<file path="src/rtl/pwm_tmr_pkg.sv">
package pwm_tmr_pkg;
  localparam int ADDR_W = 4;

  localparam logic [ADDR_W-1:0] A_PEND  = 4'd0;
  localparam logic [ADDR_W-1:0] A_CTRL  = 4'd1;
  localparam logic [ADDR_W-1:0] A_TCNT  = 4'd2;
  localparam logic [ADDR_W-1:0] A_PSCL  = 4'd3;
  localparam logic [ADDR_W-1:0] A_PCNT  = 4'd4;
  localparam logic [ADDR_W-1:0] A_ACT   = 4'd5;
  localparam logic [ADDR_W-1:0] A_MODE  = 4'd6;
  localparam logic [ADDR_W-1:0] A_CBASE = 4'd8;

  localparam int CB_EN  = 0;
  localparam int CB_CLR = 1;

  localparam int AF_IRQ  = 0;
  localparam int AF_WRAP = 1;
  localparam int AF_STOP = 2;
  localparam int AF_W    = 3;
endpackage

</file>
<file path="src/rtl/pwm_tmr_regs.sv">
module pwm_tmr_regs
  import pwm_tmr_pkg::*;
#(
  parameter int W      = 32,
  parameter int NUM_M  = 4,
  parameter int NUM_CH = 3
) (
  input  logic                      clk,
  input  logic                      rst_n,
  input  logic [ADDR_W-1:0]         bus_addr,
  input  logic                      bus_we,
  input  logic [W-1:0]              bus_wdata,
  output logic [W-1:0]              bus_rdata,
  input  logic [W-1:0]              tc,
  input  logic [W-1:0]              pc,
  input  logic                      stop_hit,
  input  logic [NUM_M-1:0]          irq_set,
  output logic                      en,
  output logic                      crst,
  output logic [W-1:0]              pr,
  output logic [AF_W*NUM_M-1:0]     act,
  output logic [NUM_CH-1:0]         mode,
  output logic [NUM_M-1:0][W-1:0]   cmp,
  output logic                      tc_wr,
  output logic                      pc_wr
);
  localparam int ACT_W = AF_W * NUM_M;

  logic                    en_q, en_d;
  logic                    clr_q, clr_d;
  logic [W-1:0]            pr_q, pr_d;
  logic [ACT_W-1:0]        act_q, act_d;
  logic [NUM_CH-1:0]       mode_q, mode_d;
  logic [NUM_M-1:0][W-1:0] cmp_q, cmp_d;
  logic [NUM_M-1:0]        pend_q, pend_d;
  logic [NUM_M-1:0]        w1c;

  assign tc_wr = bus_we && (bus_addr == A_TCNT);
  assign pc_wr = bus_we && (bus_addr == A_PCNT);
  assign w1c   = (bus_we && (bus_addr == A_PEND)) ? bus_wdata[NUM_M-1:0] : '0;

  always_comb begin
    en_d   = en_q;
    clr_d  = clr_q;
    pr_d   = pr_q;
    act_d  = act_q;
    mode_d = mode_q;
    cmp_d  = cmp_q;
    if (bus_we) begin
      case (bus_addr)
        A_CTRL: begin
          en_d  = bus_wdata[CB_EN];
          clr_d = bus_wdata[CB_CLR];
        end
        A_PSCL:  pr_d   = bus_wdata;
        A_ACT:   act_d  = bus_wdata[ACT_W-1:0];
        A_MODE:  mode_d = bus_wdata[NUM_CH-1:0];
        default: ;
      endcase
    end
    for (int k = 0; k < NUM_M; k++) begin
      if (bus_we && (bus_addr == A_CBASE + ADDR_W'(k))) cmp_d[k] = bus_wdata;
    end
    if (stop_hit) en_d = 1'b0;
    pend_d = (pend_q & ~w1c) | irq_set;
  end

  always_ff @(posedge clk or negedge rst_n) begin
    if (!rst_n) begin
      en_q   <= 1'b0;
      clr_q  <= 1'b0;
      pr_q   <= '0;
      act_q  <= '0;
      mode_q <= '0;
      cmp_q  <= '0;
      pend_q <= '0;
    end else begin
      en_q   <= en_d;
      clr_q  <= clr_d;
      pr_q   <= pr_d;
      act_q  <= act_d;
      mode_q <= mode_d;
      cmp_q  <= cmp_d;
      pend_q <= pend_d;
    end
  end

  always_comb begin
    bus_rdata = '0;
    case (bus_addr)
      A_PEND: bus_rdata[NUM_M-1:0] = pend_q;
      A_CTRL: begin
        bus_rdata[CB_EN]  = en_q;
        bus_rdata[CB_CLR] = clr_q;
      end
      A_TCNT:  bus_rdata = tc;
      A_PSCL:  bus_rdata = pr_q;
      A_PCNT:  bus_rdata = pc;
      A_ACT:   bus_rdata[ACT_W-1:0] = act_q;
      A_MODE:  bus_rdata[NUM_CH-1:0] = mode_q;
      default: ;
    endcase
    for (int k = 0; k < NUM_M; k++) begin
      if (bus_addr == A_CBASE + ADDR_W'(k)) bus_rdata = cmp_q[k];
    end
  end

  assign en   = en_q;
  assign crst = clr_q;
  assign pr   = pr_q;
  assign act  = act_q;
  assign mode = mode_q;
  assign cmp  = cmp_q;

  // a stop action leaves the enable bit low
  a_r4_stop_disables: assert property (@(posedge clk) disable iff (!rst_n)
    stop_hit |=> !en_q);

  for (genvar k = 0; k < NUM_M; k++) begin : g_pend_chk
    a_r9_flag_sets: assert property (@(posedge clk) disable iff (!rst_n)
      irq_set[k] |=> pend_q[k]);
    a_r9_w1c_clears: assert property (@(posedge clk) disable iff (!rst_n)
      (w1c[k] && !irq_set[k]) |=> !pend_q[k]);
  end
endmodule

</file>
<file path="src/rtl/pwm_tmr_count.sv">
module pwm_tmr_count #(
  parameter int W = 32
) (
  input  logic         clk,
  input  logic         rst_n,
  input  logic         en,
  input  logic         crst,
  input  logic [W-1:0] pr,
  input  logic         tc_wr,
  input  logic         pc_wr,
  input  logic [W-1:0] wdata,
  input  logic         wrap_hit,
  input  logic         stop_hit,
  output logic         tick,
  output logic [W-1:0] tc,
  output logic [W-1:0] pc
);
  logic         run;
  logic [W-1:0] tc_q, tc_d;
  logic [W-1:0] pc_q, pc_d;

  assign run  = en && !crst;
  assign tick = run && (pc_q >= pr);

  always_comb begin
    tc_d = tc_q;
    pc_d = pc_q;
    if (run) pc_d = tick ? '0 : pc_q + W'(1);
    if (tick) begin
      if (wrap_hit)       tc_d = '0;
      else if (!stop_hit) tc_d = tc_q + W'(1);
    end
    if (pc_wr) pc_d = wdata;
    if (tc_wr) tc_d = wdata;
    if (crst) begin
      tc_d = '0;
      pc_d = '0;
    end
  end

  always_ff @(posedge clk or negedge rst_n) begin
    if (!rst_n) begin
      tc_q <= '0;
      pc_q <= '0;
    end else begin
      tc_q <= tc_d;
      pc_q <= pc_d;
    end
  end

  assign tc = tc_q;
  assign pc = pc_q;

  a_r2_clear_holds: assert property (@(posedge clk) disable iff (!rst_n)
    crst |=> (tc_q == '0 && pc_q == '0));
  a_r1_tc_steps: assert property (@(posedge clk) disable iff (!rst_n)
    (tick && !wrap_hit && !stop_hit && !tc_wr) |=> tc_q == $past(tc_q) + W'(1));
  a_r1_pc_steps: assert property (@(posedge clk) disable iff (!rst_n)
    (run && !tick && !pc_wr) |=> pc_q == $past(pc_q) + W'(1));
  a_r3_wraps: assert property (@(posedge clk) disable iff (!rst_n)
    (wrap_hit && !tc_wr && !crst) |=> tc_q == '0);
  a_r4_stop_holds: assert property (@(posedge clk) disable iff (!rst_n)
    (stop_hit && !wrap_hit && !tc_wr && !crst) |=> tc_q == $past(tc_q));
endmodule

</file>
<file path="src/rtl/pwm_tmr_match.sv">
module pwm_tmr_match
  import pwm_tmr_pkg::*;
#(
  parameter int W      = 32,
  parameter int NUM_M  = 4,
  parameter int NUM_CH = 3
) (
  input  logic                    clk,
  input  logic                    rst_n,
  input  logic                    tick,
  input  logic [W-1:0]            tc,
  input  logic [NUM_M-1:0][W-1:0] cmp,
  input  logic [AF_W*NUM_M-1:0]   act,
  input  logic [NUM_CH-1:0]       mode,
  output logic                    wrap_hit,
  output logic                    stop_hit,
  output logic [NUM_M-1:0]        irq_set,
  output logic [NUM_CH-1:0]       pwm_out
);
  logic [NUM_M-1:0]  hit;
  logic [NUM_M-1:0]  wrap_v, stop_v;
  logic [NUM_CH-1:0] set_ev, clr_ev;
  logic [NUM_CH-1:0] out_q, out_d;

  for (genvar k = 0; k < NUM_M; k++) begin : g_cmp
    assign hit[k]     = tick && (tc == cmp[k]);
    assign irq_set[k] = hit[k] && act[AF_W*k + AF_IRQ];
    assign wrap_v[k]  = hit[k] && act[AF_W*k + AF_WRAP];
    assign stop_v[k]  = hit[k] && act[AF_W*k + AF_STOP];
  end

  assign wrap_hit = |wrap_v;
  assign stop_hit = |stop_v;

  for (genvar n = 0; n < NUM_CH; n++) begin : g_chan
    assign clr_ev[n] = hit[n+1];
    if (n == 0) begin : g_first
      assign set_ev[n] = hit[0];
    end else begin : g_rest
      assign set_ev[n] = mode[n] ? hit[n] : hit[0];
    end
  end

  always_comb begin
    out_d = out_q;
    for (int n = 0; n < NUM_CH; n++) begin
      if (clr_ev[n])      out_d[n] = 1'b0;
      else if (set_ev[n]) out_d[n] = 1'b1;
    end
  end

  always_ff @(posedge clk or negedge rst_n) begin
    if (!rst_n) out_q <= '0;
    else        out_q <= out_d;
  end

  assign pwm_out = out_q;

  for (genvar n = 0; n < NUM_CH; n++) begin : g_out_chk
    a_r8_clear_wins: assert property (@(posedge clk) disable iff (!rst_n)
      hit[n+1] |=> !out_q[n]);
    if (n == 0) begin : g_one
      a_r6_single_sets: assert property (@(posedge clk) disable iff (!rst_n)
        (hit[0] && !hit[1]) |=> out_q[0]);
    end else begin : g_more
      a_r6_single_sets: assert property (@(posedge clk) disable iff (!rst_n)
        (!mode[n] && hit[0] && !hit[n+1]) |=> out_q[n]);
      a_r7_double_sets: assert property (@(posedge clk) disable iff (!rst_n)
        (mode[n] && hit[n] && !hit[n+1]) |=> out_q[n]);
    end
  end
endmodule

</file>
<file path="src/rtl/pwm_tmr.sv">
module pwm_tmr
  import pwm_tmr_pkg::*;
#(
  parameter int W      = 32,
  parameter int NUM_CH = 3
) (
  input  logic              clk,
  input  logic              rst_n,
  input  logic [ADDR_W-1:0] bus_addr,
  input  logic              bus_we,
  input  logic [W-1:0]      bus_wdata,
  output logic [W-1:0]      bus_rdata,
  output logic [NUM_CH-1:0] pwm_out
);
  localparam int NUM_M = NUM_CH + 1;

  logic [1:0]              rs_q;
  logic                    rst_s_n;
  logic                    en, crst, tick, tc_wr, pc_wr;
  logic                    wrap_hit, stop_hit;
  logic [W-1:0]            pr, tc, pc;
  logic [AF_W*NUM_M-1:0]   act;
  logic [NUM_CH-1:0]       mode;
  logic [NUM_M-1:0][W-1:0] cmp;
  logic [NUM_M-1:0]        irq_set;

  always_ff @(posedge clk or negedge rst_n) begin
    if (!rst_n) rs_q <= '0;
    else        rs_q <= {rs_q[0], 1'b1};
  end
  assign rst_s_n = rs_q[1];

  pwm_tmr_regs #(.W(W), .NUM_M(NUM_M), .NUM_CH(NUM_CH)) u_regs (
    .clk(clk), .rst_n(rst_s_n),
    .bus_addr(bus_addr), .bus_we(bus_we), .bus_wdata(bus_wdata), .bus_rdata(bus_rdata),
    .tc(tc), .pc(pc), .stop_hit(stop_hit), .irq_set(irq_set),
    .en(en), .crst(crst), .pr(pr), .act(act), .mode(mode), .cmp(cmp),
    .tc_wr(tc_wr), .pc_wr(pc_wr)
  );

  pwm_tmr_count #(.W(W)) u_count (
    .clk(clk), .rst_n(rst_s_n), .en(en), .crst(crst), .pr(pr),
    .tc_wr(tc_wr), .pc_wr(pc_wr), .wdata(bus_wdata),
    .wrap_hit(wrap_hit), .stop_hit(stop_hit),
    .tick(tick), .tc(tc), .pc(pc)
  );

  pwm_tmr_match #(.W(W), .NUM_M(NUM_M), .NUM_CH(NUM_CH)) u_match (
    .clk(clk), .rst_n(rst_s_n), .tick(tick), .tc(tc), .cmp(cmp),
    .act(act), .mode(mode),
    .wrap_hit(wrap_hit), .stop_hit(stop_hit), .irq_set(irq_set),
    .pwm_out(pwm_out)
  );
endmodule

</file>
<file path="config.mk">
export PLATFORM = sky130hd
export DESIGN_NAME = pwm_tmr
export DESIGN_NICKNAME = d
export VERILOG_FILES = /design/src/rtl/pwm_tmr_pkg.sv /design/src/rtl/pwm_tmr_regs.sv /design/src/rtl/pwm_tmr_count.sv /design/src/rtl/pwm_tmr_match.sv /design/src/rtl/pwm_tmr.sv
export SDC_FILE = /design/constraint.sdc
export NUM_CORES = 1
export LEC_CHECK = 0
export BUFFER_PORTS_ARGS = -buffer_cell sky130_fd_sc_hd__buf_2
export CAP_MARGIN = 40
export CORE_MARGIN = 2
export CORE_UTILIZATION = 25
export CTS_BUF_LIST = sky130_fd_sc_hd__clkbuf_4 sky130_fd_sc_hd__clkbuf_8
export CTS_CLUSTER_SIZE = 28
export DETAILED_ROUTE_END_ITERATION = 10
export PLACE_DENSITY = 0.49
export SYNTH_ARGS = -nofsm -noshare
export SYNTH_HDL_FRONTEND = slang
export SYNTH_SLANG_ARGS = --single-unit
</file>
<file path="constraint.sdc">
create_clock -name clk -period 17.6 [get_ports clk]
set_input_delay 1.76 -clock clk [delete_from_list [all_inputs] [get_ports clk]]
set_output_delay 1.76 -clock clk [all_outputs]
set_load 0.01 [all_outputs]
</file>
==> results.md, run 1 <==
- Post-synthesis sequential area ratio: 40.8%
- Leak pwr: 7.62 nW
- Max Fclk: 0.161 GHz
- CTS tree: built
- Pwr Total: 2.01 mW
- RSZ-0062 raised after global routing: false
- DR iter-0 viols: 1,546
- Distinct cells, synth: 68
- Routed wire length: 63,100 um
- Post-CTS Setup Bufs: 0
- Largest net degree at the start of global routing: 172
- Placer Congestion: 0.925
- Post-Route M1 WL: 27,200 um
- Clock skew: 29.2 ps
- Yosys reg bits: 250
- DRC viols: 0
- Slew HR: 29.4%
- Slew @ Worst Pin: 1060 ps
- R2R Path End: u_count.tc[14]
- Initial Utilization: 25.4%
- CTS HTree Levels: 2
- Syn-to-layout area delta: 13.7%
- PnR worst setup slack: 11,380 ps
- First-pass GRT wire length: 92,500 um
- Slew Viols, Final: 0
- Core region area: 60,500 um^2
- Metal2 WL: 28,700 um
- Syn_nets: 1,643
- GR Util All Layers: 19.8%
- Final setup viols: 0
- Ratio of cells with drive above 1 in the final layout: 23.4%
- Synth async-reset ratio: 100%
- Most frequent cells in the layout: 248 x dfrtp_1, 173 x mux2_2, 132 x xor2_1
- Most common cell after layout, fill and taps aside: dfrtp_1
- Worst slack, placed: 11,500 ps
- Final Cycle Share: 35.3%
- Critical Path AT: 4460 ps
- Max cap viols: 0
- Die Y: 252 um
- Fin nets: 1,666
- Uppermost layer routed: met5
- Number of synthesized flops with an enable pin: 0
- Clk slew on worst S/H paths: 60 ps
- Ys Warns: 0
- Post-synthesis cell area: 15,300 um^2
- Grt ovf: 0
- Row count: 90
- Die X: 252 um
- R2R cell count: 9
- Detail Placement HPWL: 46,000 um
- DIE AREA: 63,300 um^2
- Fill cells: 6,250
- Hold bufs inserted after CTS: 0
- Initial antenna violation count: 7
- Crit path launch type: primary input
- Dpl cells: 2,325
- Avg WL per Cell: 26.2 um
- WP data required: 15,840 ps
- IO buf count: 73
- Cells after Synth: 1,570
- CTS sink cnt: 250
- Non-filler cells in the finished layout: 2,407
- Number of buffers created by CTS: 48
- Root Buffer: clkbuf_8
- Crit end category: output pin
- Post-synth top flop: dfrtp_1
- Max Fanout on Critical Path: 20
- Hold Violations, Final: 0
- Max clock buf depth: 3
- Hold Crit Class: register to async pin
- TritonRoute pass-1 iters: 6
- Status: finished clean
- Post-CTS resize count: 0
- Number of global-route vias before repair: 13,200
- Routed wl met3: 4630 um
- Worst vdd ir: 0.0000493 V
- Worst R2R Start: u_count.tc[11]
- Final min period: 6220 ps
- Post-route antenna net violation count: 0
- Clock Latency Late Sink: 650 ps
- Setup CP Type: primary input to output pin
- Via count: 13,300
- Total power density per cell area: 115 nW/um^2
- Vias per cell: 5.54
- Final setup TNS: 0 ps
- Mean Syn Cell Area: 9.77 um^2
- Setup slack, reg-to-reg: 12,940 ps
- # IOs: 74
## metrics by stage
| stage | utilization, % | hold slack, ps | instance area (um^2) |
|---|---|---|---|
| after global placement | 27.0 | 216 | 16300 |
| after global routing | 28.8 | 241 | 17400 |
| final | 28.8 | 214 | 17400 |
| after detailed placement | 27.2 | 225 | 16400 |
| after floorplan | - | 331 | 15300 |
| after CTS | 28.8 | 228 | 17400 |
## worst max path at each step
stage                           start       endpoint  depth (start not counted)
after global placement    bus_addr[3]   bus_rdata[2]                          7
after global routing      bus_addr[3]   bus_rdata[2]                          7
final                     bus_addr[3]   bus_rdata[2]                          7
after detailed placement  bus_addr[3]   bus_rdata[2]                          7
after floorplan               rs_q[1]  u_count.pc[0]                          0
after CTS                 bus_addr[3]   bus_rdata[2]                          7
## cell families (layout without fill, tap and decap cells)
| group | Yosys count | in the layout | synth area share, % |
|---|---|---|---|
| flops | 250 | 250 | 40.8 |
| mux | 187 | 187 | 13.6 |
| xor+xnor | 138 | 138 | 7.88 |
| fa+ha+maj | 34 | 34 | 2.77 |
| simple gates | 459 | 459 | 14.9 |
| buf+inv | 174 | 227 | 4.75 |
| other cells | 1 | 3 | 0.0245 |
| compound gates | 327 | 327 | 15.3 |
## per-layer routing
| metal | track usage (%) | up-vias |
|---|---|---|
| li1 | - | 5837 |
| met1 | 26.9 | 6766 |
| met5 | 0 | - |
| met4 | 8.35 | 8 |
| met2 | 31.0 | 599 |
| met3 | 3.49 | 127 |
## final cells by class
class	count	area [um^2]	share of cell area [%]
flip-flops and latches	250	6260	35.9
well taps	782	978	5.61
inverters	47	176	1.01
multi-input cells	1146	8390	48.1
clock buffers	72	916	5.25
repair buffers	100	643	3.69
diodes	2	5.00	0.0287
clock inverters	8	70.1	0.402
## worst max-delay path: stages
cell and delay (ps):
buf_2 170, nor2b_1 750, nand2_1 650, o311ai_0 330, o21ai_0 340, a31oi_1 290, buf_2 170
## registers in the layout (all words and copies together), names as in the netlist, 2 cells and up
signal	flops
u_regs.cmp	128
u_count.pc	32
u_count.tc	32
u_regs.pr	32
u_regs.act	12
u_regs.pend_q	4
u_match.pwm_out	3
u_regs.mode	3
rs_q	2
## report_power, final
part / switching (mW) / total (mW) / internal, mW
combinational: 0.299 / 0.512 / 0.213
clock: 0.275 / 0.618 / 0.343
sequential: 0.186 / 0.879 / 0.693
total: 0.760 / 2.01 / 1.25
## cells in the mapped netlist, types with 6 or more instances
library cell	n	share of area, %
a31oi_1	19	0.78
inv_1	47	1.2
xor2_1	132	7.5
and3_1	21	0.86
nor4_1	40	1.6
a21oi_1	36	1.2
dfrtp_1	250	41
mux2_2	173	13
xnor2_1	6	0.34
buf_1	16	0.39
a22oi_1	71	3.5
nor2b_1	7	0.29
nand3_1	51	1.7
a21o_1	7	0.34
a211oi_1	13	0.64
nor3_1	34	1.1
o211ai_1	9	0.44
buf_2	33	1.1
nand3b_1	16	0.78
clkbuf_1	70	1.7
a221oi_1	16	0.91
and2_1	11	0.45
nand2_1	100	2.4
a41oi_1	13	0.74
or3_1	9	0.37
buf_4	7	0.34
mux2i_1	14	0.91
a311oi_1	25	1.4
ha_1	34	2.8
o21ai_0	65	2.1
nor2_1	119	2.9
nand4_1	25	1.0
Note: power is estimated with default switching activity, not from simulation.
==> inputs of run 2 (changes only) <==
--- a/config.mk
+++ b/config.mk
@@ -5,6 +5,7 @@
 export SDC_FILE = /design/constraint.sdc
 export NUM_CORES = 1
 export LEC_CHECK = 0
+export ABC_AREA = 1
 export BUFFER_PORTS_ARGS = -buffer_cell sky130_fd_sc_hd__buf_2
 export CAP_MARGIN = 40
 export CORE_MARGIN = 2
==> constraint.sdc (replaced) <==
create_clock -name clk -period 6.3 [get_ports clk]
set_input_delay 0.63 -clock clk [delete_from_list [all_inputs] [get_ports clk]]
set_output_delay 0.63 -clock clk [all_outputs]
set_load 0.01 [all_outputs]
==> results.md, run 2 <==
- Final setup viols: 0 (unchanged)
- Sw frac: 36.4% (was 37.8%)
- Leak pwr: 8.10 nW (was 7.62 nW)
- RSZ-0062 raised after global routing: false (unchanged)
- Critical Path AT: 3000 ps (was 4460 ps)
- Total power density per cell area: 313 nW/um^2 (was 115 nW/um^2)
- Post-CTS Setup Bufs: 0 (unchanged)
- Clk slew on worst S/H paths: 50 ps (was 60 ps)
- WP data required: 5670 ps (was 15,840 ps)
- Post-route antenna net violation count: 0 (unchanged)
- Worst R2R Start: u_count.pc[17] (was u_count.tc[11])
- First-pass GRT wire length: 90,900 um (was 92,500 um)
- Number of buffers created by CTS: 47 (was 48)
- Max cap viols: 0 (unchanged)
- Slew HR: 40.2% (was 29.4%)
- Avg WL per Cell: 19.7 um (was 26.2 um)
- Slowest CP cell: a2111oi_0 (was nor2b_1)
- CP cell instances: buf_2, inv_1, nand2_1, inv_1, nand2_1, inv_2, a32o_1, a2111oi_0, nand4_1, buf_2 (was buf_2, nor2b_1, nand2_1, o311ai_0, o21ai_0, a31oi_1, buf_2)
- Most frequent cells in the layout: 509 x nand2_1, 274 x o21ai_0, 249 x dfrtp_1 (was 248 x dfrtp_1, 173 x mux2_2, 132 x xor2_1)
- DIE AREA: 65,500 um^2 (was 63,300 um^2)
- Slew @ Worst Pin: 897 ps (was 1060 ps)
- Worst vdd ir: 0.000139 V (was 0.0000493 V)
- Fin nets: 2,154 (was 1,666)
- Top-area cell type share of the netlist area: 39.4% (was 40.8%)
- Post-CTS resize count: 0 (unchanged)
- Post-synthesis cell area: 15,900 um^2 (was 15,300 um^2)
- Mean Syn Cell Area: 7.71 um^2 (was 9.77 um^2)
- DR iter-0 viols: 1,344 (was 1,546)
- Setup CP Type: primary input to output pin (unchanged)
- Final setup TNS: 0 ps (unchanged)
- Routed wire length: 58,500 um (was 63,100 um)
- Core region area: 63,000 um^2 (was 60,500 um^2)
- Crit path largest cell delay: 590 ps (was 750 ps)
- Row count: 92 (was 90)
- Yosys reg bits: 250 (unchanged)
- CTS HTree Levels: 2 (unchanged)
- Logic pwr share: 25.2% (was 25.5%)
- Flop pwr share: 41.1% (was 43.8%)
- Hold Violations, Final: 0 (unchanged)
- Slew Viols, Final: 0 (unchanged)
- # IOs: 74 (unchanged)
- Vias per cell: 4.90 (was 5.54)
- Max FFs per register: 128 (unchanged)
- Distinct cells, synth: 51 (was 68)
- Via count: 14,500 (was 13,300)
- Non-filler cells in the finished layout: 2,965 (was 2,407)
- CTS sink cnt: 250 (unchanged)
- Clk pwr share: 33.7% (was 30.8%)
- IO buf count: 73 (unchanged)
- Cells after Synth: 2,058 (was 1,570)
- Die Y: 256 um (was 252 um)
- Clock Latency Late Sink: 620 ps (was 650 ps)
- Status: finished clean (unchanged)
- Placer Congestion: 0.915 (was 0.925)
- Buf/Inv on CP: 5 (was 2)
- Yosys top cell by area: dfrtp_1 (unchanged)
- P_sw: 2.04 mW (was 0.760 mW)
- Detail Placement HPWL: 42,800 um (was 46,000 um)
- Family with the most delay on the worst path: compound AO/OA/AOI/OAI gates (was simple AND/OR/NAND/NOR gates)
- Number of synthesized flops with an enable pin: 0 (unchanged)
- Critical hold path startpoint: bus_wdata[0]
- Die X: 256 um (was 252 um)
- Final Cycle Share: 57.7%
- Max Fanout on Critical Path: 28 (was 20)
- Post-synthesis sequential area ratio: 39.4% (was 40.8%)
- Count leader, synth: nand2_1 (was dfrtp_1)
- Syn-to-layout area delta: 13.0% (was 13.7%)
- Number of global-route vias before repair: 14,500 (was 13,200)
- DRC viols: 0 (unchanged)
- Ys Warns: 0 (unchanged)
- Initial antenna violation count: 1 (was 7)
- Grt ovf: 0 (unchanged)
- Ratio of cells with drive above 1 in the final layout: 12.7% (was 23.4%)
- Syn_nets: 2,131 (was 1,643)
- Root Buffer: clkbuf_8 (unchanged)
- Most common cell after layout, fill and taps aside: nand2_1 (was dfrtp_1)
- Crit. Startpoint: bus_addr[0] (was bus_addr[3])
- Pint: 3.57 mW (was 1.25 mW)
- Max clock buf depth: 3 (unchanged)
- Synth async-reset ratio: 100% (unchanged)
- GR Util All Layers: 17.8% (was 19.8%)
- Hold Crit Class: primary input to register (was register to async pin)
- Largest net degree at the start of global routing: 145 (was 172)
- Crit path launch type: primary input (unchanged)
- CTS tree: built (unchanged)
- Dpl cells: 2,877 (was 2,325)
- Initial Utilization: 25.2% (was 25.4%)
- Post-synth top flop: dfrtp_1 (unchanged)
- Crit end category: output pin (unchanged)
- Final min period: 3630 ps
- Synth area leaders: dfrtp_1 39%, nand2_1 12%, o21ai_0 8.6% (was dfrtp_1 41%, mux2_2 13%, xor2_1 7.5%)
- Clock skew: 29.2 ps (about the same)
- Synth cell count leaders: 515 x nand2_1, 274 x o21ai_0, 250 x dfrtp_1, 172 x inv_1, 88 x nor2_1 (was 250 x dfrtp_1, 173 x mux2_2, 132 x xor2_1, 119 x nor2_1, 100 x nand2_1)
- Max Fclk: 0.275 GHz
- TritonRoute pass-1 iters: 5 (was 6)
run 2: cell types whose count changed after synthesis, moves of 70 or more:
cell,change
xnor2_1,+80
a22oi_1,-70
nand2_1,+415
o21ai_0,+209
inv_1,+125
mux2_2,-173
run 2: worst reg2reg max path, cell delays in order, from the launching register on:
cell and delay [ps]:
dfrtp_1 530, ha_1 320, a21oi_1 170, o21ai_1 70, nand2_1 60, nand2_1 50, a21oi_1 250, nand2_2 190
nand2_1 510, inv_2 440, nand2_8 350, nand2_8 300, nand2_2 170, nand2_1 60
run 2: layout make-up:
type	instances	area, um^2
fill	6838	45000
multi-input combinational	1498	8220
sequential	250	6260
tap	846	1060
clock buffer	73	942
inverter	188	711
timing repair buffer	96	564
clock inverter	13	173
antenna	1	2.50
run 2: worst paths after layout:
kind / end / slack [ps] / cells after the start
setup reg to reg: u_count.tc[8] / 2730 / 13
hold / removal: u_regs.en / 320 / 3
max in group asynchronous: u_regs.mode[2] / 4620 / 1
setup / recovery: bus_rdata[2] / 2670 / 10
min in group asynchronous: rs_q[1] / 330 / 2
hold reg to reg: u_regs.cmp[84] / 350 / 0
run 2: per-layer routing:
layer / global-route usage (%) / wire, um / up-vias
li1: - / - / 6875
met2: 28.2 / 26400 / 476
met3: 2.37 / 3390 / 101
met1: 24.6 / 26400 / 7069
met4: 7.00 / 2280 / 0
met5: 0 / 0 / -
run 2: cells by family (layout without fill, tap and decap cells):
group           Yosys count  count (layout)  synth area share (%)
compound gates          451             451                  15.9
xor+xnor                173             173                  9.55
fa+ha+maj                34              34                  2.68
buf+inv                 310             370                  8.92
flops                   250             250                  39.4
other cells               1               2                0.0236
simple gates            839             839                  23.5
run 2: per-stage QoR:
step | setup slack (ps) | util, % | instance area, um^2 | hold WS (ps) | total power, mW
6_report | 2670 | 28.5 | 17900 | 325 | 5.61
5_1_grt | 2390 | 28.5 | 17900 | 316 | 5.97
4_1_cts | 2530 | 28.5 | 17900 | 301 | 5.65
3_5_place_dp | 2520 | 26.7 | 16800 | 338 | 3.73
3_3_place_gp | 2590 | 26.6 | 16800 | 335 | 3.70
2_1_floorplan | 2200 | - | 15900 | 331 | 3.29
run 2: power groups by stage:
stage          clock [mW]  sequential (mW)  combinational (mW)
6_report             1.89             2.30                1.42
5_1_grt              2.01             2.35                1.61
4_1_cts              1.93             2.30                1.42
3_5_place_dp            0             2.32                1.41
3_3_place_gp            0             2.31                1.38
2_1_floorplan           0             2.15                1.14
run 2: what timing repair did:
action | CTS | global route
hold buffers | 1 | 0
hold endpoints to repair | 2 | 0
endpoints found under the setup margin | 0 | 0
==> inputs of run 3 (changes only) <==
--- a/config.mk
+++ b/config.mk
@@ -5,7 +5,7 @@
 export SDC_FILE = /design/constraint.sdc
 export NUM_CORES = 1
 export LEC_CHECK = 0
-export ABC_AREA = 1
+export ABC_AREA = 0
 export BUFFER_PORTS_ARGS = -buffer_cell sky130_fd_sc_hd__buf_2
 export CAP_MARGIN = 40
 export CORE_MARGIN = 2
==> constraint.sdc (replaced) <==
create_clock -name clk -period 3.6 [get_ports clk]
set_input_delay 0.36 -clock clk [delete_from_list [all_inputs] [get_ports clk]]
set_output_delay 0.36 -clock clk [all_outputs]
set_load 0.01 [all_outputs]
==> results.md, run 3 (same netlist as run 1, synthesis figures left out) <==
- Status: finished clean (unchanged)
- Buf/Inv on CP: 2 (was 5)
- # IOs: 74 (unchanged)
- Fin nets: 1,751 (was 2,154)
- TritonRoute pass-1 iters: 6 (was 5)
- Metal2 WL: 30,100 um (was 26,400 um)
- RSZ-0062 raised after global routing: true (was false)
- Leak pwr: 8.10 nW (about the same)
- Total power density per cell area: 558 nW/um^2 (was 313 nW/um^2)
- Clock skew: 40.5 ps (was 29.2 ps)
- Largest net degree at the start of global routing: 101 (was 145)
- CTS tree: built (unchanged)
- Critical path depth in cells: 11 (was 10)
- CP cell instances: inv_1, ha_1, a21oi_1, o21ai_0, o211ai_1, a311oi_1, or2_2, and3_1, buf_4, nand2_1, o311ai_0 (was buf_2, inv_1, nand2_1, inv_1, nand2_1, inv_2, a32o_1, a2111oi_0, nand4_1, buf_2)
- CTS sink cnt: 250 (unchanged)
- Post-Route M1 WL: 29,400 um (was 26,400 um)
- Hold Crit Class: primary input to register (unchanged)
- Logic pwr share: 28.1% (was 25.2%)
- Root Buffer: clkbuf_8 (unchanged)
- Routed wire length: 66,900 um (was 58,500 um)
- Worst vdd ir: 0.000214 V (was 0.000139 V)
- Most common cell after layout, fill and taps aside: dfrtp_1 (was nand2_1)
- Grt ovf: 0 (unchanged)
- Die Y: 252 um (was 256 um)
- Worst R2R Start: u_regs.pr[13] (was u_count.pc[17])
- R2R cell count: 11 (was 13)
- Number of buffers created by CTS: 47 (unchanged)
- Initial antenna violation count: 6 (was 1)
- Core region area: 60,500 um^2 (was 63,000 um^2)
- WP data required: 4080 ps (was 5670 ps)
- Max cap viols: 0 (unchanged)
- Crit end category: register (was output pin)
- Flop pwr share: 41.6% (was 41.1%)
- Setup CP Type: register to register (was primary input to output pin)
- Placer Congestion: 0.999 (was 0.915)
- Sw frac: 38.1% (was 36.4%)
- Ratio of cells with drive above 1 in the final layout: 27.5% (was 12.7%)
- Final setup viols: 0 (unchanged)
- Clock Latency Late Sink: 650 ps (was 620 ps)
- Uppermost layer routed: met5 (was met4)
- IO buf count: 73 (unchanged)
- Routed wl met3: 4770 um (was 3390 um)
- Crit path largest cell delay: 510 ps (was 590 ps)
- GR Util All Layers: 21.0% (was 17.8%)
- Family with the most delay on the worst path: compound AO/OA/AOI/OAI gates (unchanged)
- Avg WL per Cell: 26.8 um (was 19.7 um)
- Final Instance Area: 18,200 um^2 (was 17,900 um^2)
- Pint: 6.29 mW (was 3.57 mW)
- R2R Path End: u_count.tc[13] (was u_count.tc[8])
- Max FFs per register: 128 (unchanged)
- Post-CTS Setup Bufs: 0 (unchanged)
- Final setup TNS: 0 ps (unchanged)
- Max Fclk: 0.292 GHz
- Crit path launch type: register (was primary input)
- Number of global-route vias before repair: 13,600 (was 14,500)
- DR iter-0 viols: 1,298 (was 1,344)
- Slowest CP cell: dfrtp_1 (was a2111oi_0)
- CTS HTree Levels: 2 (unchanged)
- First-pass GRT wire length: 97,200 um (was 90,900 um)
- Final core occ: 30.1% (was 28.5%)
- DIE AREA: 63,300 um^2 (was 65,500 um^2)
- Hold Violations, Final: 0 (unchanged)
- Max clock buf depth: 3 (unchanged)
- Max Fanout on Critical Path: 10 (was 28)
- Pwr Total: 10.2 mW (was 5.61 mW)
- Fill cells: 6,265 (was 6,838)
- Clk pwr share: 30.3% (was 33.7%)
- Final min period: 3420 ps
- Placed Area: 17,100 um^2 (was 16,800 um^2)
- Syn-to-layout area delta: 18.7% (was 13.0%)
- End point of the critical path: u_count.tc[13] (was bus_rdata[2])
- Crit. Startpoint: u_regs.pr[13] (was bus_addr[0])
- Die X: 252 um (was 256 um)
- Initial Utilization: 25.4% (was 25.2%)
- DRC viols: 0 (unchanged)
- Final Cycle Share: 95.0%
- P_sw: 3.87 mW (was 2.04 mW)
- Slew Viols, Final: 0 (unchanged)
- Post-route antenna net violation count: 0 (unchanged)
- Critical Path AT: 3900 ps (was 3000 ps)
- Slew HR: 46.6% (was 40.2%)
- Most frequent cells in the layout: 248 x dfrtp_1, 173 x mux2_2, 131 x xor2_1 (was 509 x nand2_1, 274 x o21ai_0, 249 x dfrtp_1)
- Detail Placement HPWL: 49,800 um (was 42,800 um)
- Row count: 90 (was 92)
- Slew @ Worst Pin: 794 ps (was 897 ps)
- Clk slew on worst S/H paths: 60 ps (was 50 ps)
- Via count: 13,700 (was 14,500)
- Vias per cell: 5.49 (was 4.90)
- Setup slack, reg-to-reg: 180 ps (was 2730 ps)
run 3: cell count changes in the layout (fill, tap and decap cells not counted), sizes merged, moves of 35 or more:
| cell | previous run | this run |
|---|---|---|
| buf | 95 | 184 |
| xnor2 | 86 | 6 |
| nand2 | 554 | 101 |
| inv | 184 | 48 |
| o22ai | 41 | 2 |
| a22oi | 1 | 71 |
| xor2 | 87 | 132 |
| nand4 | 72 | 25 |
| nor4 | 6 | 41 |
| mux2 | 0 | 173 |
| o21ai | 281 | 66 |
run 3: how the worst min path moves through the flow:
stage	from	end	slack, ps	cells after the start
after floorplan	rst_n	rs_q[0]	60	0
after CTS	bus_wdata[0]	u_count.pc[0]	20	3
after detailed placement	rst_n	rs_q[0]	150	1
final	bus_wdata[0]	u_count.pc[0]	60	3
after global placement	rst_n	rs_q[0]	150	1
after global routing	bus_wdata[0]	u_count.pc[0]	60	3
run 3: metrics by stage:
step	cells	hold slack, ps	setup slack (ps)
finish	2496	55.2	179
global route	2495	55.4	-9.02
CTS	2494	17.5	84.3
detailed placement	2409	149	123
global placement	2408	147	161
floorplan	1570	64.4	811
run 3: layer usage:
metal	track usage (%)	up-vias
li1	-	5994
met4	8.78	4
met1	29.0	6960
met3	3.16	127
met2	32.6	619
met5	0	-
run 3: worst reg2reg max path: stages (launching register included):
cell      delay (ps)
dfrtp_1          510
inv_1             80
ha_1             300
a21oi_1           90
o21ai_0          400
o211ai_1         220
a311oi_1         370
or2_2            360
and3_1           200
buf_4            190
nand2_1          110
o311ai_0         430
run 3: area by class of cell:
class,count,area [um^2],area share (%)
clock buffers,77,978,5.38
multi-input cells,1146,8400,46.2
diodes,2,5.00,0.0275
repair buffers,186,1350,7.43
inverters,47,176,0.969
well taps,782,978,5.38
clock inverters,6,47.5,0.261
flip-flops and latches,250,6260,34.4
run 3: timing repair:
| action | 4_1_cts | 5_1_grt |
|---|---|---|
| endpoints found under the hold margin | 2 | 0 |
| resized for setup | 0 | 4 |
| endpoints found under the setup margin | 0 | 25 |
| hold buffers | 2 | 0 |
run 3: power groups by stage:
stage	registers (mW)	logic, mW	clock network (mW)
finish	4.22	2.86	3.08
global route	4.28	3.05	3.28
CTS	4.20	2.83	3.14
detailed placement	4.24	2.81	0
global placement	4.22	2.80	0
floorplan	3.86	1.77	0
